--- config.mk ---
export PLATFORM = sky130hd
export DESIGN_NAME = dir_home_ctrl
export DESIGN_NICKNAME = d
export VERILOG_FILES = /design/src/rtl/dir_home_ctrl.sv
export SDC_FILE = /design/constraint.sdc
export NUM_CORES = 1
export LEC_CHECK = 0
export ABC_AREA = 1
export BUFFER_PORTS_ARGS = -buffer_cell sky130_fd_sc_hd__clkbuf_2
export CAP_MARGIN = 10
export CORE_ASPECT_RATIO = 1.4
export CORE_MARGIN = 2
export CORE_UTILIZATION = 35
export DETAILED_ROUTE_END_ITERATION = 12
export PLACE_DENSITY = 0.62
export RECOVER_POWER = 100
export SLEW_MARGIN = 20
export SYNTH_ARGS = -nofsm -noshare
export SYNTH_HDL_FRONTEND = slang
export SYNTH_SLANG_ARGS = --single-unit
--- constraint.sdc ---
create_clock -name clk -period 6.76 [get_ports clk]
set_input_delay 0.676 -clock clk [delete_from_list [all_inputs] [get_ports clk]]
set_output_delay 0.676 -clock clk [all_outputs]
set_load 0.05 [all_outputs]
--- src/rtl/dir_home_ctrl.sv ---
module dir_home_ctrl #(
  parameter int NCLUST = 16,
  parameter int NLINES = 4,
  localparam int SW = $clog2(NCLUST),
  localparam int LW = $clog2(NLINES)
) (
  input  logic              clk,
  input  logic              rst_n,
  input  logic              req_valid,
  input  logic [1:0]        req_kind,
  input  logic [SW-1:0]     req_src,
  input  logic [LW-1:0]     req_line,
  output logic              msg_valid,
  output logic [2:0]        msg_kind,
  output logic [NCLUST-1:0] msg_dst,
  output logic [LW-1:0]     msg_line
);
  localparam logic [1:0] RQ_RD = 2'd0, RQ_WR = 2'd1, RQ_WB = 2'd2, RQ_ACK = 2'd3;
  localparam logic [2:0] M_DATA = 3'd1, M_GRANT = 3'd2, M_NACK = 3'd3,
                         M_FETCH = 3'd4, M_INVAL = 3'd5;

  typedef enum logic [2:0] {L_UNC, L_SHR, L_EXC, L_WACK, L_WWB} lst_t;

  lst_t              st   [NLINES];
  logic [NCLUST-1:0] pres [NLINES];
  logic [SW-1:0]     pend [NLINES];
  logic [SW:0]       cnt  [NLINES];

  lst_t              cur_st, nx_st;
  logic [NCLUST-1:0] cur_pres, nx_pres, src_bit, pend_bit, others;
  logic [SW-1:0]     nx_pend;
  logic [SW:0]       cur_cnt, nx_cnt;
  logic              own, busy, o_v;
  logic [2:0]        o_k;
  logic [NCLUST-1:0] o_d;

  assign cur_st   = st[req_line];
  assign cur_pres = pres[req_line];
  assign cur_cnt  = cnt[req_line];
  assign src_bit  = NCLUST'(1) << req_src;
  assign pend_bit = NCLUST'(1) << pend[req_line];
  assign others   = cur_pres & ~src_bit;
  assign own      = (cur_pres & src_bit) != '0;
  assign busy     = (cur_st == L_WACK) || (cur_st == L_WWB);

  always_comb begin
    nx_st   = cur_st;
    nx_pres = cur_pres;
    nx_pend = pend[req_line];
    nx_cnt  = cur_cnt;
    o_v     = 1'b0;
    o_k     = 3'd0;
    o_d     = '0;
    case (req_kind)
      RQ_RD: begin
        o_v = 1'b1;
        if (busy) begin
          o_k = M_NACK; o_d = src_bit;
        end else if (cur_st == L_EXC && !own) begin
          o_k = M_FETCH; o_d = cur_pres;
          nx_st = L_WWB; nx_pend = req_src;
        end else if (cur_st == L_EXC) begin
          o_k = M_DATA; o_d = src_bit;
        end else begin
          o_k = M_DATA; o_d = src_bit;
          nx_st = L_SHR; nx_pres = cur_pres | src_bit;
        end
      end
      RQ_WR: begin
        o_v = 1'b1;
        if (busy) begin
          o_k = M_NACK; o_d = src_bit;
        end else if (others == '0) begin
          o_k = M_GRANT; o_d = src_bit;
          nx_st = L_EXC; nx_pres = src_bit;
        end else begin
          o_k = M_INVAL; o_d = others;
          nx_st = L_WACK; nx_pend = req_src;
          nx_cnt = (SW+1)'($countones(others));
        end
      end
      RQ_WB: begin
        if (cur_st == L_EXC && own) begin
          nx_st = L_UNC; nx_pres = '0;
        end else if (cur_st == L_WWB && own) begin
          o_v = 1'b1; o_k = M_DATA; o_d = pend_bit;
          nx_st = L_SHR; nx_pres = cur_pres | pend_bit;
        end
      end
      default: begin
        if (cur_st == L_WACK) begin
          nx_cnt = cur_cnt - 1'b1;
          if (cur_cnt == (SW+1)'(1)) begin
            o_v = 1'b1; o_k = M_GRANT; o_d = pend_bit;
            nx_st = L_EXC; nx_pres = pend_bit;
          end
        end
      end
    endcase
  end

  always_ff @(posedge clk) begin
    if (!rst_n) begin
      for (int i = 0; i < NLINES; i++) begin
        st[i]   <= L_UNC;
        pres[i] <= '0;
        pend[i] <= '0;
        cnt[i]  <= '0;
      end
      msg_valid <= 1'b0;
      msg_kind  <= 3'd0;
      msg_dst   <= '0;
      msg_line  <= '0;
    end else begin
      if (req_valid) begin
        st[req_line]   <= nx_st;
        pres[req_line] <= nx_pres;
        pend[req_line] <= nx_pend;
        cnt[req_line]  <= nx_cnt;
      end
      msg_valid <= req_valid && o_v;
      msg_kind  <= o_k;
      msg_dst   <= o_d;
      msg_line  <= req_line;
    end
  end


  msg_needs_req_chk: assert property (@(posedge clk) disable iff (!rst_n)
    msg_valid |-> $past(req_valid));


  single_dest_chk: assert property (@(posedge clk) disable iff (!rst_n)
    (msg_valid && msg_kind != M_INVAL) |-> ($countones(msg_dst) == 1));


  inval_skips_req_chk: assert property (@(posedge clk) disable iff (!rst_n)
    (msg_valid && msg_kind == M_INVAL) |->
      (msg_dst != '0 && (msg_dst & (NCLUST'(1) << $past(req_src))) == '0));

  for (genvar g = 0; g < NLINES; g++) begin : g_line_chk

    excl_one_holder_chk: assert property (@(posedge clk) disable iff (!rst_n)
      (st[g] == L_EXC) |-> ($countones(pres[g]) == 1));

    ack_cnt_live_chk: assert property (@(posedge clk) disable iff (!rst_n)
      (st[g] == L_WACK) |-> (cnt[g] != '0));
  end
endmodule

### Word-level counts from Yosys, hierarchy flattened

Memory sizes are Yosys's and may differ from the RTL's.
Cells that the tools add are included.

* input bits: 11
* memories kept: 4
* word-level logic and storage cells: 120
* memory bits (writable): 112
* output and inout port bits: 22
* bits in registers: 22

* bitwise operators: 5
* multiplexer cells: 68
* add/sub/neg operators: 16
* reductions and logical operators: 15
* shift-type cells: 2
* equal/unequal tests: 6

Memories
* pres: depth 4, bits a word 16, read ports 1, clocked after Yosys merged registers in 0, wr ports 4, RTL line 25 `logic [NCLUST-1:0] pres [NLINES];`
* cnt: depth 4, bits a word 5, read ports 1, clocked after Yosys merged registers in 0, wr ports 4, RTL line 27 `logic [SW:0] cnt [NLINES];`
* pend: depth 4, bits a word 4, read ports 1, clocked after Yosys merged registers in 0, wr ports 4, RTL line 26 `logic [SW-1:0] pend [NLINES];`
* st: depth 4, bits a word 3, read ports 1, clocked after Yosys merged registers in 0, wr ports 4, RTL line 24 `lst_t st [NLINES];`

Operators with widths (count)
* 2-to-1 mux 16 bit: 18
* case mux 16 bit (3 select lines): 2
* 2-to-1 mux 3 bit: 13
* AND 16 bit: 2
* bitwise OR 16 bit: 2
* left shift 1 x 4 -> 16 bit, first input constant: 2
* 2-to-1 mux 4 bit: 5
* 2-to-1 mux 5 bit: 4
* case mux 3 bit (3 select lines): 2
* adder 1 x 1 -> 2 bit: 8
* zero test 16 bit: 1
* inverter 16 bit: 1
* nonzero test 16 bit: 1
* OR reduction 16 bit: 1
* 2-to-1 mux 1 bit: 15
* adder 2 x 2 -> 3 bit: 4
* 2-to-1 mux 2 bit: 6
* case mux 5 bit (2 select lines): 1
* adder 3 x 3 -> 4 bit: 2
* case mux 4 bit (2 select lines): 1
* == test 3 x 2 -> 1 bit, second input constant: 2
* adder 4 x 4 -> 5 bit: 1
* == test 5 x 1 -> 1 bit, second input constant: 1
* OR reduction 5 bit: 1
* other kinds (12): 16

### Depth between registers and ports, before layout

Gate-level depths: netlist of run 1.

* word-level depth: 11
* gate-level depth with buffers: 24
* depth with buffers taken out: 22

### Least setup slack after synthesis of run 1

No wires, ideal clock.

* path kind: input to register
* start point: input port req_src[3]
* end point: memory cnt[2][2] (netlist name), data pin
* library setup time: 0.266 ns
* stages on the path: 19
* arrival time: 4.615 ns
* path slack: 1.879 ns
* required time: 6.494 ns
* buffers on the path: 2
* cells stage by stage: buf_2 clkbuf_1 nand4_1 nand3_1 inv_1 fa_1 inv_1 fa_1 fa_1 fa_1 inv_1 ha_1 inv_1 fa_1 xnor2_1 nand2_1 nand3_1 nand2_1 nor2_1

RTL lines
* from (decl): RTL line 11 `input logic [SW-1:0] req_src,`
* to (decl): RTL line 27

==> run metrics, run 1 <==
CP Launch Type=input pin; die area=27600 µm²; worst hold path type=in2reg; Setup crit end kind=register; antenna violations before repair=0; fillers=2750; top_reg_cell synth=edfxtp_1; main area contributors after synthesis=edfxtp_1 (37%), nand2_1 (16%), nor2_1 (9.1%); die height=196 µm; Synth Area in Compound Gates=6.30%; drt pass-1 iters=5; async set or reset register ratio after synthesis=0%; post-synth cell types=between 40 and 50; area share of and/or/nand/nor cells after synthesis=about 37%; Post-synth EDFFs=around 110; post-CTS sizing=0; Finished Layout Cells=between 1500 and 2000; Slew headroom=-16.5%; clk buf depth=2; number of CTS-inserted buffers=17; 1st-iter DRT viols=808; later-pin clock latency in the skew report=440 ps; routed len/inst=17.8 µm; post-synthesis sequential area ratio=41.3%; Synth area leader=edfxtp_1; Syn Area/Cell=7.00 µm²; core area=26000 µm²; Vias per Instance=5.21; Power Density=259 nW/µm²; largest family of logic cells by synthesized area=simple AND/OR/NAND/NOR gates; final WL=29500 µm; area grow syn2layout=9.39%; Cell Rows=70; hold_buf cts=0; routability congestion estimate=0.969; # diodes=0; Reg clk slew, reported paths=60 ps; fraction of layout cells with a size suffix above 1=5.32%; syn_nets=approximately 1300; clk_skew=between 10 and 15 ps; CTS tree=done; FF+latch count, synth=134; post-layout net count=1350; Max IR drop VDD=about 0.00012 V; Final setup viols=0; CP Class=in2reg; RSZ-0062 raised after global routing=no; first-pass GRT wire length=45900 µm; die width=141 µm; dpl cells=roughly 1600; root buf cell=clkbuf_16; Initial Util=35.4%; crit path DAT=5620 ps; grt total ovfl=0; cells after synthesis=1315; pin slew with the least headroom to its limit=between 1500 and 2000 ps; synth warn=0; Setup TNS=0 ps; post-CTS setup buffers=0; fmax=182 MHz; IO Pins=33; Static Leak=4.80 nW; Final Hold Viols=0; I/O Buffers=32; Tcrit/Tclk final=81.4%; Final Power=2.61 mW; CP max FO=30; status=complete, but fails checks; largest net degree at the start of global routing=70; drc violations=0; Routed Antenna Nets=0; Max-Cap Viols=6; xor/xnor cell area share of the yosys netlist=0.286%; All-Layer GR Usage=~22%; worst hold margin=roughly 750 ps; min cycle time layout=roughly 5500 ps; dpl hpwl=21000 µm; vias in the first global route=8220; failing checks=max-capacitance violations, max-slew violations; adder-cell area share of the yosys netlist=3.26%; htree depth=4; DR vias=8646; CTS sink count=134; mux share of post-synthesis cell area=0%; Critical Path RT=6880 ps; Synth top area share=36.6%; final count of pins violating max slew=around 150; Post-Syn Area=9200 µm²
==> power breakdown <==
part / switching (mW) / internal (mW)
clock network: 0.362 / 0.688
registers: 0.0129 / 0.943
logic: 0.423 / 0.180
==> state kept, by name, indices dropped and copies added, names as in the netlist <==
register / cells
msg_dst: 16
msg_kind: 3
msg_line: 2
cnt: 20
msg_valid: 1
pres: 64
pend: 16
st: 12
==> cell usage after synthesis (all sizes together), types with 2 or more instances <==
| library cell | number |
|---|---|
| o21ai | 46 |
| nor2 | 231 |
| ha | 8 |
| xor2 | 2 |
| a21oi | 40 |
| fa | 10 |
| edfxtp | 112 |
| buf | 38 |
| clkinv | 4 |
| a31oi | 2 |
| dfxtp | 22 |
| nand3 | 144 |
| or2 | 8 |
| nand4 | 18 |
| inv | 183 |
| o211ai | 10 |
| clkbuf | 20 |
| nand2 | 408 |
| nor3 | 4 |
==> kinds of logic after synthesis <==
family,Yosys count
AOI/OAI and AO/OA,101
xor gates and xnor gates,3
adders and majority gates,18
buffers and inverters,245
DFF,134
and+or+nand+nor,814
==> cell type report <==
class	instances	area (µm²)	share of cell area, %
inverter	187	702	6.98
clock inverter	14	230	2.29
timing repair buffer	45	213	2.11
multi-input combinational	936	4280	42.5
tap	324	405	4.03
sequential	134	3800	37.8
clock buffer	18	429	4.27
==> layer usage <==
metal / GRT usage (%) / wire, µm / vias up
met1: 26.6 / 11900 / 4042
met2: 37.8 / 14700 / 362
met4: 10.4 / 1140 / 0
met5: 0 / 0 / -
li1: - / - / 4166
met3: 3.08 / 1840 / 76
==> per-stage QoR <==
step                cell area [µm²]  utilization, %  worst slack, ps
finish                        10100            38.7             1260
global route                  10100            38.7              765
CTS                           10200            39.2             1650
detailed placement             9540            36.7             1190
global placement               9540            36.7             1250
floorplan                      9200               -             1880
==> worst max-delay path, cell delays in order <==
cell and delay (ps):
clkbuf_1 110, inv_1 710, buf_4 340, nand2_1 100, nand2_1 70, nand2_1 50, nand2_1 150, nor2_1 90
fa_1 520, inv_1 50, fa_1 470, fa_1 520, fa_1 500, inv_1 70, ha_1 160, inv_1 60
fa_1 450, xnor2_1 140, nand2_1 70, nand3_1 70, nand2_1 170, nor2_1 60
==> worst paths after layout <==
| path | from | end | slack (ps) | depth (start not counted) |
|---|---|---|---|---|
| max reg2reg | pres[0][9] | cnt[1][2] | 2100 | 18 |
| max | req_line[0] | cnt[1][2] | 1260 | 22 |
| min | req_line[0] | msg_line[0] | 750 | 4 |
| min reg2reg | pres[2][7] | msg_dst[7] | 970 | 8 |
==> layout by cell type, fill, tap and decap left out, drive strengths merged <==
cell / synthesis / final
nand2: 408 / 408
nor2: 231 / 231
inv: 183 / 184
nand3: 144 / 144
edfxtp: 112 / 112
clkbuf: 20 / 57
o21ai: 46 / 46
a21oi: 40 / 40
dfxtp: 22 / 22
nand4: 18 / 18
fa: 10 / 10
o211ai: 10 / 10
clkinv: 4 / 10
ha: 8 / 8
or2: 8 / 8
bufinv: 0 / 6
buf: 38 / 6
nor3: 4 / 4
xor2: 2 / 2
a31oi: 2 / 2
a32oi: 1 / 1
xnor2: 1 / 1
and2: 1 / 1
o21a: 1 / 1
a221oi: 1 / 1
clkinvlp: 0 / 1
Note: power is estimated with default switching activity, not from simulation.
==> inputs of run 2 (changes only) <==
==> constraint.sdc (replaced) <==
create_clock -name clk -period 5.5 [get_ports clk]
set_input_delay 0.55 -clock clk [delete_from_list [all_inputs] [get_ports clk]]
set_output_delay 0.55 -clock clk [all_outputs]
set_load 0.05 [all_outputs]
==> run 2 against run 1 <==
First-iteration DRC count is 2.1% lower. Critical path type unchanged. Hold slack worse by 170 ps. The flow still finishes with violations (max-capacitance violations, max-slew violations). Final cell count grew 0.78%. Combinational power up 25%. Die area is the same. Via count rose by 1.7%. Total power rose by 15%. Setup slack got worse by 670 ps. Global-route usage up 0.089 points. Design area barely moved. Wire length rose by 0.61%.
==> run metrics, run 2 (synthesized netlist as in run 1, its figures left out) <==
routability congestion estimate=1.04 (+7.3%); Initial Util=35.4% (unchanged); post-CTS setup buffers=0 (unchanged); pre-CTS WS=309 ps (-878 ps); 1st-iter DRT viols=791 (-2.1%); Final Hold Viols=0 (unchanged); Largest regs=pres (64), cnt (20); status=complete, but fails checks; die width=141 µm (unchanged); Power Density=299 nW/µm² (+15%); Max IR drop VDD=0.000223 V (+87%); Slew headroom=-33.3% (-17 points); drt pass-1 iters=6 (+1); most common cell after layout, fill and taps aside=nand2_1; dpl hpwl=21400 µm (+1.7%); Tcrit/Tclk final=89.3%; Cell Rows=70 (unchanged); Placed Area=9640 µm² (+1.1%); final count of pins violating max slew=111 (-24%); CTS sink count=134 (unchanged); min cycle time layout=4910 ps; RSZ-0062 raised after global routing=no; busiest grt layer=met2; clk buf depth=2 (unchanged); Max-Cap Viols=4 (-2); pin slew with the least headroom to its limit=2000 ps (+253 ps); first-pass GRT wire length=46200 µm (+0.57%); die area=27600 µm² (unchanged); # diodes=0 (unchanged); hold_buf cts=0 (unchanged); final WL=29700 µm (+0.61%); Static Leak=4.82 nW (+0.34%); DR vias=8792 (+1.7%); later-pin clock latency in the skew report=440 ps (about the same); root buf cell=clkbuf_16; Routed Antenna Nets=0 (unchanged); CP Class=in2reg; fraction of layout cells with a size suffix above 1=5.72% (+0.39 points); drc violations=0 (unchanged); post-CTS sizing=0 (unchanged); Setup crit end kind=register; Vias per Instance=5.26 (+0.90%); IO Pins=33 (unchanged); core area=26000 µm² (unchanged); met3 Usage GRT=4.10% (+1.0 points); Final Util=38.7% (about the same); All-Layer GR Usage=21.9% (+0.089 points); Setup TNS=0 ps (unchanged); post-layout net count=1363 (+0.96%); antenna violations before repair=0 (unchanged); fmax=204 MHz; number of CTS-inserted buffers=17 (unchanged); commonest non-fill, non-tap cells in the layout=nand2_1 (397), nor2_1 (226), inv_1 (179); largest net degree at the start of global routing=59 (-16%); met2 usage=36.5% (-1.2 points); I/O Buffers=32 (unchanged); CP Launch Type=input pin; CTS tree=done; clk_skew=12.1 ps (-1.22 ps); die height=196 µm (unchanged); M1 GR Usage=26.4% (-0.17 points); Largest Register=pres; Reg clk slew, reported paths=60 ps (about the same); grt total ovfl=0 (unchanged); crit path DAT=5170 ps (-450 ps); Final WS setup=591 ps (-668 ps); CP max FO=45 (+50%); htree depth=4 (unchanged); Final setup viols=0 (unchanged); vias in the first global route=8321 (+1.2%); max FFs per register=64 (unchanged); worst hold path type=in2reg; Critical Path RT=5760 ps (-1120 ps); area grow syn2layout=9.34% (about the same); failing checks=max-capacitance violations, max-slew violations; routed len/inst=17.8 µm (-0.17%); final instance area=10100 µm² (about the same)
==> run 2: path summary, 6_finish.rpt <==
check / from / endpoint / slack (ps) / cells after the start
hold / removal: req_line[0] / msg_line[0] / 580 / 4
hold reg to reg: pres[0][3] / msg_dst[3] / 950 / 6
setup reg to reg: pres[2][13] / cnt[1][1] / 950 / 17
setup / recovery: req_line[0] / pres[1][4] / 590 / 19
==> run 2: metal layers <==
layer	share of wire (%)	wire [µm]	vias up
met5	0	0	-
met1	39	11700	4073
li1	-	-	4195
met3	7.0	2080	100
met2	48	14300	424
met4	5.3	1580	0
==> run 2: through the flow <==
stage / hold slack [ps] / std cells / power [mW]
floorplan: 673 / 1315 / 1.75
global placement: 920 / 1638 / 1.95
detailed placement: 895 / 1638 / 1.96
CTS: 588 / 1670 / 3.03
global route: 656 / 1671 / 3.16
finish: 578 / 1671 / 3.01
==> run 2: power by group <==
group	leakage [nW]	total [mW]	switching [mW]	internal, mW
sequential	1.35	1.18	0.0155	1.16
combinational	3.21	0.755	0.525	0.230
clock	0.266	1.08	0.423	0.654
==> run 2: area by class of cell <==
class | count | area, µm²
Fill cell | 2726 | 16000
Multi-Input combinational cell | 936 | 4280
Sequential cell | 134 | 3800
Inverter | 187 | 702
Clock buffer | 19 | 433
Tap cell | 324 | 405
Timing Repair Buffer | 58 | 319
Clock inverter | 13 | 114
==> run 2: critical path, cell delays in order <==
cell and delay (ps):
clkbuf_1 110, inv_1 100, buf_12 240, clkbuf_1 580, nand2_1 100, nand2_1 90
nand2_1 40, nand2_1 80, inv_1 130, nor2_1 170, nand2_1 230, nor3_1 1010
clkbuf_1 820, nand2_1 150, o211ai_1 130, nand2_1 70, inv_1 70, o21ai_0 280
nor2_1 200
